$ cat config.mk
export PLATFORM = sky130hd
export DESIGN_NAME = acc_guard
export DESIGN_NICKNAME = d
export VERILOG_FILES = /design/src/rtl/acg_pkg.sv /design/src/rtl/acg_perm.sv /design/src/rtl/acg_fsr.sv /design/src/rtl/acg_grant.sv /design/src/rtl/acc_guard.sv
export SDC_FILE = /design/constraint.sdc
export NUM_CORES = 1
export LEC_CHECK = 0
export ABC_AREA = 1
export BUFFER_PORTS_ARGS = -buffer_cell sky130_fd_sc_hd__buf_2
export CAP_MARGIN = 20
export CELL_PAD_IN_SITES_DETAIL_PLACEMENT = 1
export CELL_PAD_IN_SITES_GLOBAL_PLACEMENT = 1
export CORE_UTILIZATION = 33
export CTS_CLUSTER_SIZE = 12
export DETAILED_ROUTE_END_ITERATION = 12
export PLACE_DENSITY_LB_ADDON = 0.15
export SLEW_MARGIN = 20
export SYNTH_ARGS = -nofsm -noshare
export SYNTH_HDL_FRONTEND = slang
export SYNTH_SLANG_ARGS = --single-unit
$ cat constraint.sdc
create_clock -name clk -period 2.5 [get_ports clk]
set_input_delay 0.5 -clock clk [delete_from_list [all_inputs] [get_ports clk]]
set_output_delay 0.5 -clock clk [all_outputs]
set_load 0.005 [all_outputs]
$ cat src/rtl/acg_pkg.sv
package acg_pkg;

   typedef struct packed {
      logic r;
      logic w;
      logic x;
   } rights_t;

   localparam logic [3:0] CODE_OK   = 4'd0;
   localparam logic [3:0] CODE_PROT = 4'd8;
   localparam logic [3:0] CODE_PRIV = 4'd12;

   localparam int IDX_SHIFT = 5;
   localparam int MIN_FS_W  = IDX_SHIFT + 3;

   // Rights of an access field as seen from one privilege level.
   function automatic rights_t field_rights(input logic [2:0] fld, input logic sup);
      rights_t rt;
      rt = '0;
      if (!fld[2]) begin
         rt.r = 1'b1;
         rt.w = fld[0];
         rt.x = fld[1];
      end else if (fld[1:0] == 2'b00) begin
         rt.x = 1'b1;
      end else if (sup) begin
         rt.r = 1'b1;
         rt.w = fld[0];
         rt.x = fld[1];
      end else if (fld[1:0] == 2'b01) begin
         rt.r = 1'b1;
      end
      return rt;
   endfunction

endpackage

$ cat src/rtl/acg_perm.sv
module acg_perm
   import acg_pkg::*;
(
   input  logic       is_write,
   input  logic       is_fetch,
   input  logic       is_user,
   input  logic [2:0] fld,
   output logic [2:0] acc_idx,
   output logic [3:0] chk_code,
   output rights_t    rights
);

   logic    need_r;
   logic    short;
   logic    priv_bad;

   assign acc_idx  = {is_write, is_fetch, ~is_user};
   assign rights   = field_rights(fld, ~is_user);
   assign need_r   = ~is_write & ~is_fetch;
   assign priv_bad = is_user & fld[2] & fld[1];
   assign short    = (is_write & ~rights.w) | (is_fetch & ~rights.x) | (need_r & ~rights.r);

   always_comb begin
      if (priv_bad)   chk_code = CODE_PRIV;
      else if (short) chk_code = CODE_PROT;
      else            chk_code = CODE_OK;
   end

endmodule

$ cat src/rtl/acg_fsr.sv
module acg_fsr
   import acg_pkg::*;
#(
   parameter int VA_W = 32,
   parameter int FS_W = 12
) (
   input  logic            clk,
   input  logic            rst_n,
   input  logic            log_en,
   input  logic [2:0]      log_idx,
   input  logic [FS_W-1:0] log_code,
   input  logic [VA_W-1:0] log_addr,
   input  logic            rd_clr,
   output logic [FS_W-1:0] fsr_q,
   output logic [VA_W-1:0] far_q
);

   localparam int PAD_W = FS_W - MIN_FS_W;

   logic [FS_W-1:0] idx_field;
   logic [FS_W-1:0] ovf_field;
   logic [FS_W-1:0] fsr_nxt;

   assign idx_field = {{PAD_W{1'b0}}, log_idx, {IDX_SHIFT{1'b0}}};
   // Overflow only when an unread entry is being replaced.
   assign ovf_field = (!rd_clr && fsr_q != '0) ? FS_W'(1) : '0;

   always_comb begin
      fsr_nxt = fsr_q;
      if (log_en)      fsr_nxt = ovf_field | idx_field | log_code | FS_W'(2);
      else if (rd_clr) fsr_nxt = '0;
   end

   always_ff @(posedge clk or negedge rst_n) begin
      if (!rst_n) begin
         fsr_q <= '0;
         far_q <= '0;
      end else begin
         fsr_q <= fsr_nxt;
         if (log_en) far_q <= log_addr;
      end
   end

endmodule

$ cat src/rtl/acg_grant.sv
module acg_grant
   import acg_pkg::*;
#(
   parameter bit REG_OUT = 1'b0
) (
   input  logic    clk,
   input  logic    rst_n,
   input  logic    valid,
   input  logic    fault,
   input  logic    override,
   input  logic    dirty,
   input  logic    fetch,
   input  rights_t rights,
   output logic    grant_r,
   output logic    grant_w,
   output logic    grant_x,
   output logic    trap_req,
   output logic    trap_inst
);

   rights_t g_nxt;
   logic    t_nxt;
   logic    k_nxt;

   always_comb begin
      g_nxt = '0;
      t_nxt = 1'b0;
      k_nxt = 1'b0;
      if (valid) begin
         if (!fault) begin
            g_nxt   = rights;
            g_nxt.w = rights.w & dirty;
         end else if (override) begin
            g_nxt = '{r: 1'b1, w: 1'b1, x: 1'b1};
         end else begin
            t_nxt = 1'b1;
            k_nxt = fetch;
         end
      end
   end

   generate
      if (REG_OUT) begin : g_reg
         always_ff @(posedge clk or negedge rst_n) begin
            if (!rst_n) begin
               {grant_r, grant_w, grant_x} <= '0;
               trap_req  <= 1'b0;
               trap_inst <= 1'b0;
            end else begin
               {grant_r, grant_w, grant_x} <= g_nxt;
               trap_req  <= t_nxt;
               trap_inst <= k_nxt;
            end
         end
      end else begin : g_comb
         assign {grant_r, grant_w, grant_x} = g_nxt;
         assign trap_req  = t_nxt;
         assign trap_inst = k_nxt;
      end
   endgenerate

endmodule

$ cat src/rtl/acc_guard.sv
module acc_guard
   import acg_pkg::*;
#(
   parameter int VA_W    = 32,
   parameter int FS_W    = 12,
   parameter bit REG_OUT = 1'b0
) (
   input  logic            clk,
   input  logic            rst_n,
   input  logic            req_valid,
   input  logic [VA_W-1:0] req_vaddr,
   input  logic            req_write,
   input  logic            req_fetch,
   input  logic            req_user,
   input  logic [2:0]      leaf_acc,
   input  logic            leaf_mod,
   input  logic [FS_W-1:0] walk_code,
   input  logic            nf_mode,
   input  logic            trap_en,
   input  logic            sts_rd,
   output logic            grant_r,
   output logic            grant_w,
   output logic            grant_x,
   output logic            trap_req,
   output logic            trap_inst,
   output logic [FS_W-1:0] fsr_q,
   output logic [VA_W-1:0] far_q
);

   generate
      if (FS_W < MIN_FS_W) begin : g_bad_fs
         $error("acc_guard: FS_W too small for the access index field");
      end
      if (VA_W < 1) begin : g_bad_va
         $error("acc_guard: VA_W must be positive");
      end
   endgenerate

   logic [2:0]      acc_idx;
   logic [3:0]      chk_code;
   rights_t         rights;
   logic [FS_W-1:0] flt_code;
   logic            flt_hit;
   logic            no_trap;

   acg_perm u_perm (
      .is_write (req_write),
      .is_fetch (req_fetch),
      .is_user  (req_user),
      .fld      (leaf_acc),
      .acc_idx  (acc_idx),
      .chk_code (chk_code),
      .rights   (rights)
   );

   // A walker fault supersedes the access check.
   assign flt_code = (walk_code != '0) ? walk_code : {{(FS_W-4){1'b0}}, chk_code};
   assign flt_hit  = req_valid && (flt_code != '0);
   assign no_trap  = nf_mode || !trap_en;

   acg_grant #(.REG_OUT(REG_OUT)) u_grant (
      .clk       (clk),
      .rst_n     (rst_n),
      .valid     (req_valid),
      .fault     (flt_code != '0),
      .override  (no_trap),
      .dirty     (leaf_mod),
      .fetch     (req_fetch),
      .rights    (rights),
      .grant_r   (grant_r),
      .grant_w   (grant_w),
      .grant_x   (grant_x),
      .trap_req  (trap_req),
      .trap_inst (trap_inst)
   );

   acg_fsr #(.VA_W(VA_W), .FS_W(FS_W)) u_fsr (
      .clk      (clk),
      .rst_n    (rst_n),
      .log_en   (flt_hit),
      .log_idx  (acc_idx),
      .log_code (flt_code),
      .log_addr (req_vaddr),
      .rd_clr   (sts_rd),
      .fsr_q    (fsr_q),
      .far_q    (far_q)
   );

endmodule

==> summary.txt, run 1 <==
Clock tree
  • CTS Sinks: 44
  • Post-CTS setup buffer count: 0
  • Cts repair resizes: 0
  • Hold-fix buffer count after cts: 0
  • Clock-pin slew on the worst setup and hold paths: 0.08 ns
  • Clock Path Buffers: 2
  • Htree depth: 2
  • Clk Latency, worst-skew pair: 0.29 ns
  • Inserted Clock Buffers: 5
  • Root buf cell: clkbuf_8
  • TritonCTS clock tree: yes

STA
  • Setup violators final: 0
  • Fin. Hold Viols: 0
  • Max-slew violation count: 0
  • RSZ-0062 raised after global routing: no
  • Crit path time final: 2.220 ns
  • Worst Skew: 0.002273 ns
  • Final period util: 88.82%
  • Rel. slew slack: 72.84%
  • Fmax: 0.4504 GHz
  • Slew @ Worst Pin: 0.4070 ns
  • Setup TNS: 0 ns

Floorplan
  • Die area: 0.006230 mm²
  • I/O Pins: 106
  • Height of the die: 78.93 µm
  • Core area: 0.005608 mm²
  • Initial Util: 34.83%
  • Num rows: 27
  • Die width: 78.93 µm

Global routing
  • First-pass GRT wire length: 9004 µm
  • GR Overflow Total: 0
  • Initial antenna violation count: 0
  • Largest net degree at the start of global routing: 38
  • Total GRT Usage: 18.72%
  • Vias in the first global route: 1984

Placement
  • PortBufs: 105
  • Routability cong.: 0.7092
  • Post-DP Area: 0.002540 mm²
  • Post-DP HPWL: 4229 µm

Cells and area
  • Post-route cell area: 0.002666 mm²
  • Fin nets: 407
  • Reg area: 0.001101 mm²
  • Filler cells: 759
  • Multi-input logic area: 744.5 µm²
  • Ant diodes: 0
  • Fraction of layout cells with a size suffix above 1: 35.04%
  • P&R area growth vs syn: 36.52%

Worst setup path
  • CP Capture Type: output port
  • Critical Path Source: walk_code[4]
  • WP data required: 2.00 ns
  • Crit path kind: primary input to output port
  • RR Startpoint: u_fsr.fsr_q[9]$_DFFE_PN0P_
  • CP arrival: 1.72 ns
  • CP Launch Type: primary input
  • Worst-path maximum fanout: 7

Synthesis
  • Post-synth EDFFs: 0
  • Distinct cells, synth: 21
  • YS warnings: 0
  • Syn Nets: 300
  • Count leader, synth: nand2_1
  • Syn_area_per_cell: 8.038 µm²
  • Seq cells post-synth: 44
  • Commonest cells post-synth: nand2_1 (131), dfrtp_1 (44), nand3_1 (16)
  • Dominant synthesized flop cell: dfrtp_1
  • Cell taking the most area after synthesis: dfrtp_1
  • Seq/Total Area, Yosys: 56.37%
  • Share of the synthesized area in the top cell type: 56.37%
  • Mapped cell area: 0.001953 mm²
  • Post-synthesis cell count: 243
  • Synth top area cells: dfrtp_1 (56%), nand2_1 (25%), nand3_1 (4.1%), nor2_1 (2.7%), buf_4 (1.9%)
  • Ys async rst share: 100.0%

Power
  • Internal power: 1.241 mW
  • Combinational Power Share: 15.6%
  • Lkg Pwr: 1.581 nW
  • PwrDens: 618.3 mW/mm²
  • P_sw: 0.4077 mW
  • Maximum vdd drop: 0.2494 mV
  • Seq pwr share: 48.9%
  • Sw frac: 24.73%
  • Clock share of power: 35.4%

Drt
  • DRC errors left: 0
  • First-pass iteration count of the detailed router: 3
  • Initial drt markers: 94
  • DR vias/cell: 4.600
  • DR vias: 1946
  • Overall routed net length: 5493 µm
  • Wire length per cell: 12.99 µm
  • Remaining antenna violation count: 0

Job
  • MaxCap Viol Count: 0

Min path
  • Hold/Removal Path Class: primary input to async pin

Run status
  • Outcome: completed
==> layout make-up <==
cell class	count	share of cell area (%)
Inverter	11	1.549
Sequential cell	44	41.30
Clock inverter	1	1.126
Timing Repair Buffer	110	21.12
Clock buffer	7	3.613
Tap cell	72	3.379
Multi-Input combinational cell	178	27.92
==> worst max-delay path, cell delays in order <==
cell	delay, ns
buf_2	0.10
nor2_1	0.11
nand3_1	0.14
nor2_1	0.11
o211ai_1	0.11
inv_1	0.08
nand3_2	0.15
nand2_1	0.11
nand2_1	0.08
nor2_1	0.11
buf_2	0.11
==> logic make-up (layout without fill, tap and decap cells) <==
group                  after synthesis  in the layout  share of synthesized area, %
AOI/OAI and AO/OA                    7              7                         2.306
buffers and inverters               21            129                         5.510
DFF                                 44             44                         56.37
and+or+nand+nor                    171            171                         35.81
==> metrics by stage <==
stage	utilization, %	std cells	total power, mW	hold WS [ns]	setup WS [ns]
4_1_cts	47.55	423	1.682	0.08443	0.2653
2_1_floorplan	-	243	0.9279	0.2044	0.5556
5_1_grt	47.55	423	1.744	0.08997	0.1271
6_report	47.55	423	1.649	0.08991	0.2796
3_5_place_dp	45.29	415	1.086	0.4122	0.2756
3_3_place_gp	45.29	415	1.076	0.4129	0.3263
==> worst paths after layout <==
path | end | slack (ns) | cells after the start
min | u_fsr.far_q[5]$_DFFE_PN0P_ | 0.09 | 1
max reg2reg | u_fsr.fsr_q[0]$_DFFE_PN0P_ | 1.24 | 5
min in group clk | u_fsr.far_q[21]$_DFFE_PN0P_ | 0.40 | 3
max in group asynchronous | u_fsr.far_q[10]$_DFFE_PN0P_ | 1.85 | 2
max | grant_r | 0.28 | 11
min reg2reg | u_fsr.far_q[31]$_DFFE_PN0P_ | 0.48 | 2
==> power by group through the flow <==
stage | combinational [mW] | sequential, mW | clock [mW]
after floorplan | 0.103 | 0.825 | 0
after global placement | 0.257 | 0.819 | 0
after detailed placement | 0.266 | 0.821 | 0
after CTS | 0.266 | 0.807 | 0.608
after global routing | 0.294 | 0.816 | 0.634
final | 0.258 | 0.807 | 0.584
==> sequential cells by signal, summed over array words and instances (netlist names) <==
name / count
u_fsr.far_q: 32
u_fsr.fsr_q: 12
==> per-layer routing <==
metal  part of all wire [%]  global-route usage (%)  wire length (µm)  vias up
met5                      0                       0                 0        -
met4                    1.3                   7.091                69        0
met3                    4.8                   3.103               262        4
met2                     50                   33.57              2741       59
met1                     44                   22.37              2420      921
li1                       -                       -                 -      962
==> layout by cell type, fill, tap and decap left out, types with 2 or more instances in the layout <==
cell	instances
dfrtp_1	44
buf_2	105
o211ai_1	3
inv_1	10
buf_4	5
nand2_1	131
a21oi_1	2
nor2_1	14
clkbuf_8	7
nor4_1	4
nand3_1	16
Note: power is estimated with default switching activity, not from simulation.
==> inputs of run 2 (changes only) <==
- PLACE_DENSITY_LB_ADDON: 0.15 -> 0.1
==> run 2 against run 1 <==
  * Final area down 0.42%
  * Via count up 0.36%
  * Critical endpoint is now grant_w
  * Highest routed layer unchanged
  * Clock-buffer cell count down 2
  * Sequential power about the same
  * Critical path depth unchanged
  * Worst setup slack worse by 0.018 ns
  * Utilization down 0.20 points
==> summary.txt, run 2 (same netlist as run 1, synthesis figures left out) <==
Clock tree
  • Inserted Clock Buffers: 5
  • Htree depth: 2
  • Post-CTS setup buffer count: 0
  • Hold-fix buffer count after cts: 0
  • Cts repair resizes: 0
  • Clock Path Buffers: 2
  • Root buf cell: clkbuf_8
  • Clock-pin slew on the worst setup and hold paths: 0.09 ns
  • TritonCTS clock tree: yes
  • CTS Sinks: 44
  • Clk Latency, worst-skew pair: 0.29 ns

Floorplan
  • Initial Util: 34.83%
  • I/O Pins: 106
  • Die width: 78.93 µm
  • Num rows: 27
  • Core area: 0.005608 mm²
  • Die area: 0.006230 mm²
  • Height of the die: 78.93 µm

Worst setup path
  • Reg2reg setup slack: 1.20 ns
  • WP data required: 2.00 ns
  • Crit path kind: primary input to output port
  • CP Launch Type: primary input
  • CP Capture Type: output port
  • Worst-path maximum fanout: 7
  • CP arrival: 1.74 ns

STA
  • Fin. Hold Viols: 0
  • Slew @ Worst Pin: 0.5771 ns
  • Max-slew violation count: 0
  • Rel. slew slack: 61.53%
  • Setup violators final: 0
  • Worst Skew: 0.007018 ns
  • Crit path time final: 2.239 ns
  • Final period util: 89.55%
  • Setup TNS: 0 ns
  • Fmax: 0.4467 GHz
  • RSZ-0062 raised after global routing: no

Cells and area
  • Max FFs per register: 32
  • Fin nets: 407
  • P&R area growth vs syn: 35.94%
  • Filler cells: 744
  • Post-layout util: 47.34%
  • Top reg by flops: u_fsr.far_q
  • Ant diodes: 0
  • Regs by FF count: u_fsr.far_q: 32 flops, u_fsr.fsr_q: 12 flops
  • Final non-filler cell total: 423
  • Most frequent cells in the layout: nand2_1 (131), buf_2 (105), dfrtp_1 (44), nand3_1 (16), nor2_1 (14)
  • Commonest non-fill, non-tap cell in the layout: nand2_1
  • Fraction of layout cells with a size suffix above 1: 35.04%

Drt
  • Overall routed net length: 5287 µm
  • Remaining antenna violation count: 0
  • DRC errors left: 0
  • Initial drt markers: 47
  • Wire length per cell: 12.50 µm
  • DR vias/cell: 4.617
  • First-pass iteration count of the detailed router: 4
  • DR vias: 1953

Power
  • Internal power: 1.189 mW
  • P_sw: 0.4233 mW
  • Seq pwr share: 50.0%
  • Lkg Pwr: 1.571 nW
  • Overall power: 1.613 mW
  • Combinational Power Share: 15.8%
  • Clock share of power: 34.2%
  • Sw frac: 26.25%
  • Maximum vdd drop: 0.2146 mV
  • PwrDens: 607.4 mW/mm²

Placement
  • Post-DP HPWL: 4040 µm
  • Placed cell count: 415
  • Routability cong.: 0.7513
  • PortBufs: 105

Global routing
  • First-pass GRT wire length: 8859 µm
  • Largest net degree at the start of global routing: 38
  • Vias in the first global route: 1937
  • GR Overflow Total: 0
  • Initial antenna violation count: 0
  • Total GRT Usage: 18.22%

Run status
  • Outcome: completed

Min path
  • Hold/Removal Path Class: primary input to async pin

Job
  • MaxCap Viol Count: 0
==> run 2: path summary, 6_finish.rpt <==
| path | endpoint | start | cells after the start |
|---|---|---|---|
| worst min-delay path | u_fsr.far_q[8]$_DFFE_PN0P_ | rst_n | 1 |
| worst min register to register | u_fsr.far_q[31]$_DFFE_PN0P_ | u_fsr.far_q[31]$_DFFE_PN0P_ | 2 |
| max in group asynchronous | u_fsr.far_q[27]$_DFFE_PN0P_ | rst_n | 2 |
| worst max-delay path | grant_w | walk_code[4] | 11 |
| min in group clk | u_fsr.far_q[20]$_DFFE_PN0P_ | req_vaddr[20] | 3 |
| worst max register to register | u_fsr.fsr_q[0]$_DFFE_PN0P_ | u_fsr.fsr_q[9]$_DFFE_PN0P_ | 5 |
==> run 2: metrics by stage <==
step,hold WS (ns),setup slack [ns],cell area [µm²]
5_1_grt,0.2263,0.1261,2655
2_1_floorplan,0.2044,0.5556,1953
6_report,0.1973,0.2612,2655
4_1_cts,0.2067,0.2479,2655
3_3_place_gp,0.4581,0.3273,2540
3_5_place_dp,0.4643,0.2631,2540
==> run 2: layout make-up <==
cell class / count / area, µm² / share of cell area (%)
tap: 72 / 90.09 / 3.393
timing repair buffer: 110 / 563.0 / 21.21
multi-input combinational: 178 / 744.5 / 28.04
clock buffer: 5 / 68.82 / 2.592
clock inverter: 3 / 46.29 / 1.744
inverter: 11 / 41.29 / 1.555
sequential: 44 / 1101 / 41.47
==> run 2: metal layers <==
layer,up-vias,wire [µm],GRT usage (%)
li1,964,-,-
met1,920,2291,22.53
met2,64,2607,32.09
met3,5,332,3.908
met4,0,55,4.909
met5,-,0,0
==> run 2: power groups by stage <==
| stage | clock network (mW) | logic, mW | registers (mW) |
|---|---|---|---|
| after detailed placement | 0 | 0.261 | 0.820 |
| after CTS | 0.569 | 0.262 | 0.807 |
| final | 0.551 | 0.255 | 0.806 |
| after global routing | 0.601 | 0.295 | 0.815 |
| after floorplan | 0 | 0.103 | 0.825 |
| after global placement | 0 | 0.257 | 0.818 |
==> run 2: worst max-delay path, stage by stage <==
cell      delay [ns]
buf_2           0.10
nor2_1          0.11
nand3_1         0.14
nor2_1          0.11
o211ai_1        0.12
inv_1           0.08
nand3_2         0.16
nand2_1         0.10
nand2_1         0.08
nor2_1          0.11
buf_2           0.12
==> inputs of run 3 (changes only) <==
--- a/config.mk
+++ b/config.mk
@@ -14,4 +14,5 @@
 export CTS_CLUSTER_SIZE = 12
 export DETAILED_ROUTE_END_ITERATION = 12
+export MAX_ROUTING_LAYER = met4
 export PLACE_DENSITY_LB_ADDON = 0.1
 export SLEW_MARGIN = 20
==> constraint.sdc (replaced) <==
create_clock -name clk -period 2.5 [get_ports clk]
set_input_delay 0.5 -clock clk [delete_from_list [all_inputs] [get_ports clk]]
set_output_delay 0.5 -clock clk [all_outputs]
set_load 0.05 [all_outputs]
==> run 3 against run 2 <==
  * Utilization increased by 0.38 points
  * Cell count stayed put
  * Sequential power barely moved
  * First-iteration DRC count up 85%
  * Flip-flop and latch count did not move
  * Final area is 0.80% higher
  * Clock power up 3%
  * Wire length increased by 3.7%
  * Total power rose by 16%
  * Critical endpoint unchanged
  * Largest cell class unchanged
  * Largest power group unchanged
  * Highest routed layer unchanged
==> summary.txt, run 3 (same netlist as run 1, synthesis figures left out) <==
Run status
  • Outcome: completed

Placement
  • PortBufs: 105
  • Placed cell count: 415
  • Routability cong.: 0.7602
  • Post-DP HPWL: 4162 µm

Global routing
  • Met3 Use GR: 4.253%
  • Total GRT Usage: 19.46%
  • Met1 usage: 23.07%
  • Largest net degree at the start of global routing: 38
  • GR Overflow Total: 0
  • First-pass GRT wire length: 9163 µm
  • Vias in the first global route: 1968
  • Initial antenna violation count: 0
  • GR Util met2: 32.87%
  • Grt peak-use layer: met2

Worst setup path
  • Crit path kind: primary input to output port
  • WP data required: 2.00 ns
  • CP arrival: 1.86 ns
  • CP Capture Type: output port
  • Worst-path maximum fanout: 7
  • CP Launch Type: primary input

Clock tree
  • Inserted Clock Buffers: 5
  • CTS Sinks: 44
  • Clk Latency, worst-skew pair: 0.29 ns
  • TritonCTS clock tree: yes
  • Clock-pin slew on the worst setup and hold paths: 0.08 ns
  • Htree depth: 2
  • Root buf cell: clkbuf_8
  • Clock Path Buffers: 2

Cells and area
  • Ant diodes: 0
  • Final non-filler cell total: 423
  • Max FFs per register: 32
  • Most frequent cells in the layout: nand2_1 (131), buf_2 (102), dfrtp_1 (44), nand3_1 (16), nor2_1 (14)
  • Fraction of layout cells with a size suffix above 1: 35.04%
  • Regs by FF count: u_fsr.far_q: 32 flops, u_fsr.fsr_q: 12 flops
  • P&R area growth vs syn: 37.03%
  • Top reg by flops: u_fsr.far_q
  • Commonest non-fill, non-tap cell in the layout: nand2_1
  • Fin nets: 407
  • Filler cells: 758

Drt
  • Wire length per cell: 12.96 µm
  • Remaining antenna violation count: 0
  • Overall routed net length: 5481 µm
  • Initial drt markers: 87
  • DRC errors left: 0
  • First-pass iteration count of the detailed router: 4
  • DR vias/cell: 4.681
  • DR vias: 1980

Power
  • Overall power: 1.865 mW
  • PwrDens: 696.7 mW/mm²
  • Maximum vdd drop: 0.2344 mV
  • Lkg Pwr: 1.580 nW

STA
  • Crit path time final: 2.359 ns
  • Worst Skew: 0.007461 ns
  • Setup violators final: 0
  • Fmax: 0.4239 GHz
  • Rel. slew slack: 61.05%
  • Max-slew violation count: 0
  • Slew @ Worst Pin: 0.5843 ns
  • Fin. Hold Viols: 0
  • Final period util: 94.36%

Floorplan
  • Num rows: 27
  • Initial Util: 34.83%
  • I/O Pins: 106
  • Die area: 0.006230 mm²
  • Core area: 0.005608 mm²
  • Die width: 78.93 µm
  • Height of the die: 78.93 µm

Min path
  • Hold/Removal Path Class: primary input to async pin

Job
  • MaxCap Viol Count: 0
[run 3: cell count changes in the layout (fill, tap and decap cells not counted), sizes merged]
cell / delta
clkbuf: +3
clkinv: +1
buf: -2
clkinvlp: -1
inv: -1
[run 3: cell type report]
type                    count  area [µm²]  share of cell area (%)
clock buffers               6       82.58                   3.086
clock inverters             2       38.79                   1.449
inverters                  11       41.29                   1.543
multi-input cells         178       752.0                   28.10
flip-flops and latches     44        1101                   41.14
well taps                  72       90.09                   3.366
repair buffers            110       570.5                   21.32
[run 3: power breakdown]
group	switching [mW]	internal [mW]	leakage (nW)
logic	0.370	0.121	0.982
clock network	0.242	0.327	0.0614
registers	0.0344	0.772	0.537
total	0.646	1.22	1.58
[run 3: critical path, stage by stage]
cell and delay, ns:
buf_2 0.10, nor2_1 0.10, nand3_1 0.15, nor2_1 0.13
o211ai_1 0.12, inv_1 0.12, nand3_4 0.12, nand2_1 0.08
nand2_1 0.08, nor2_1 0.11, clkbuf_4 0.23
[run 3: per-layer routing]
| layer | up-vias | part of all wire, % |
|---|---|---|
| met3 | 6 | 6.9 |
| met2 | 65 | 49 |
| li1 | 968 | - |
| met4 | 0 | 1.4 |
| met1 | 941 | 43 |
| met5 | - | 0 |
[run 3: path summary, 6_finish.rpt]
check,end,slack [ns],from,cells past startpoint
worst max-delay path,grant_w,0.14,walk_code[4],11
worst min-delay path,u_fsr.far_q[1]$_DFFE_PN0P_,0.20,rst_n,1
max in group asynchronous,u_fsr.far_q[18]$_DFFE_PN0P_,1.71,rst_n,2
worst min register to register,u_fsr.far_q[27]$_DFFE_PN0P_,0.48,u_fsr.far_q[27]$_DFFE_PN0P_,2
min in group clk,u_fsr.far_q[20]$_DFFE_PN0P_,0.39,req_vaddr[20],3
worst max register to register,u_fsr.fsr_q[0]$_DFFE_PN0P_,1.22,u_fsr.fsr_q[1]$_DFFE_PN0P_,5
[run 3: per-stage QoR]
stage	instance area, µm²	hold slack [ns]	worst slack, ns	utilization (%)	setup TNS (ns)
2_1_floorplan	1953	0.2044	0.01645	-	0
3_3_place_gp	2540	0.4564	0.1795	45.29	0
3_5_place_dp	2540	0.4598	0.08843	45.29	0
4_1_cts	2661	0.2177	0.08676	47.46	0
5_1_grt	2676	0.2314	-0.008536	47.72	-0.008536
6_report	2676	0.1978	0.1409	47.72	0
[run 3: repair_timing]
action,4_1_cts,5_1_grt
buffers inserted,0,0
hold buffers,0,0
endpoints found under the setup margin,0,3
resized for setup,0,5
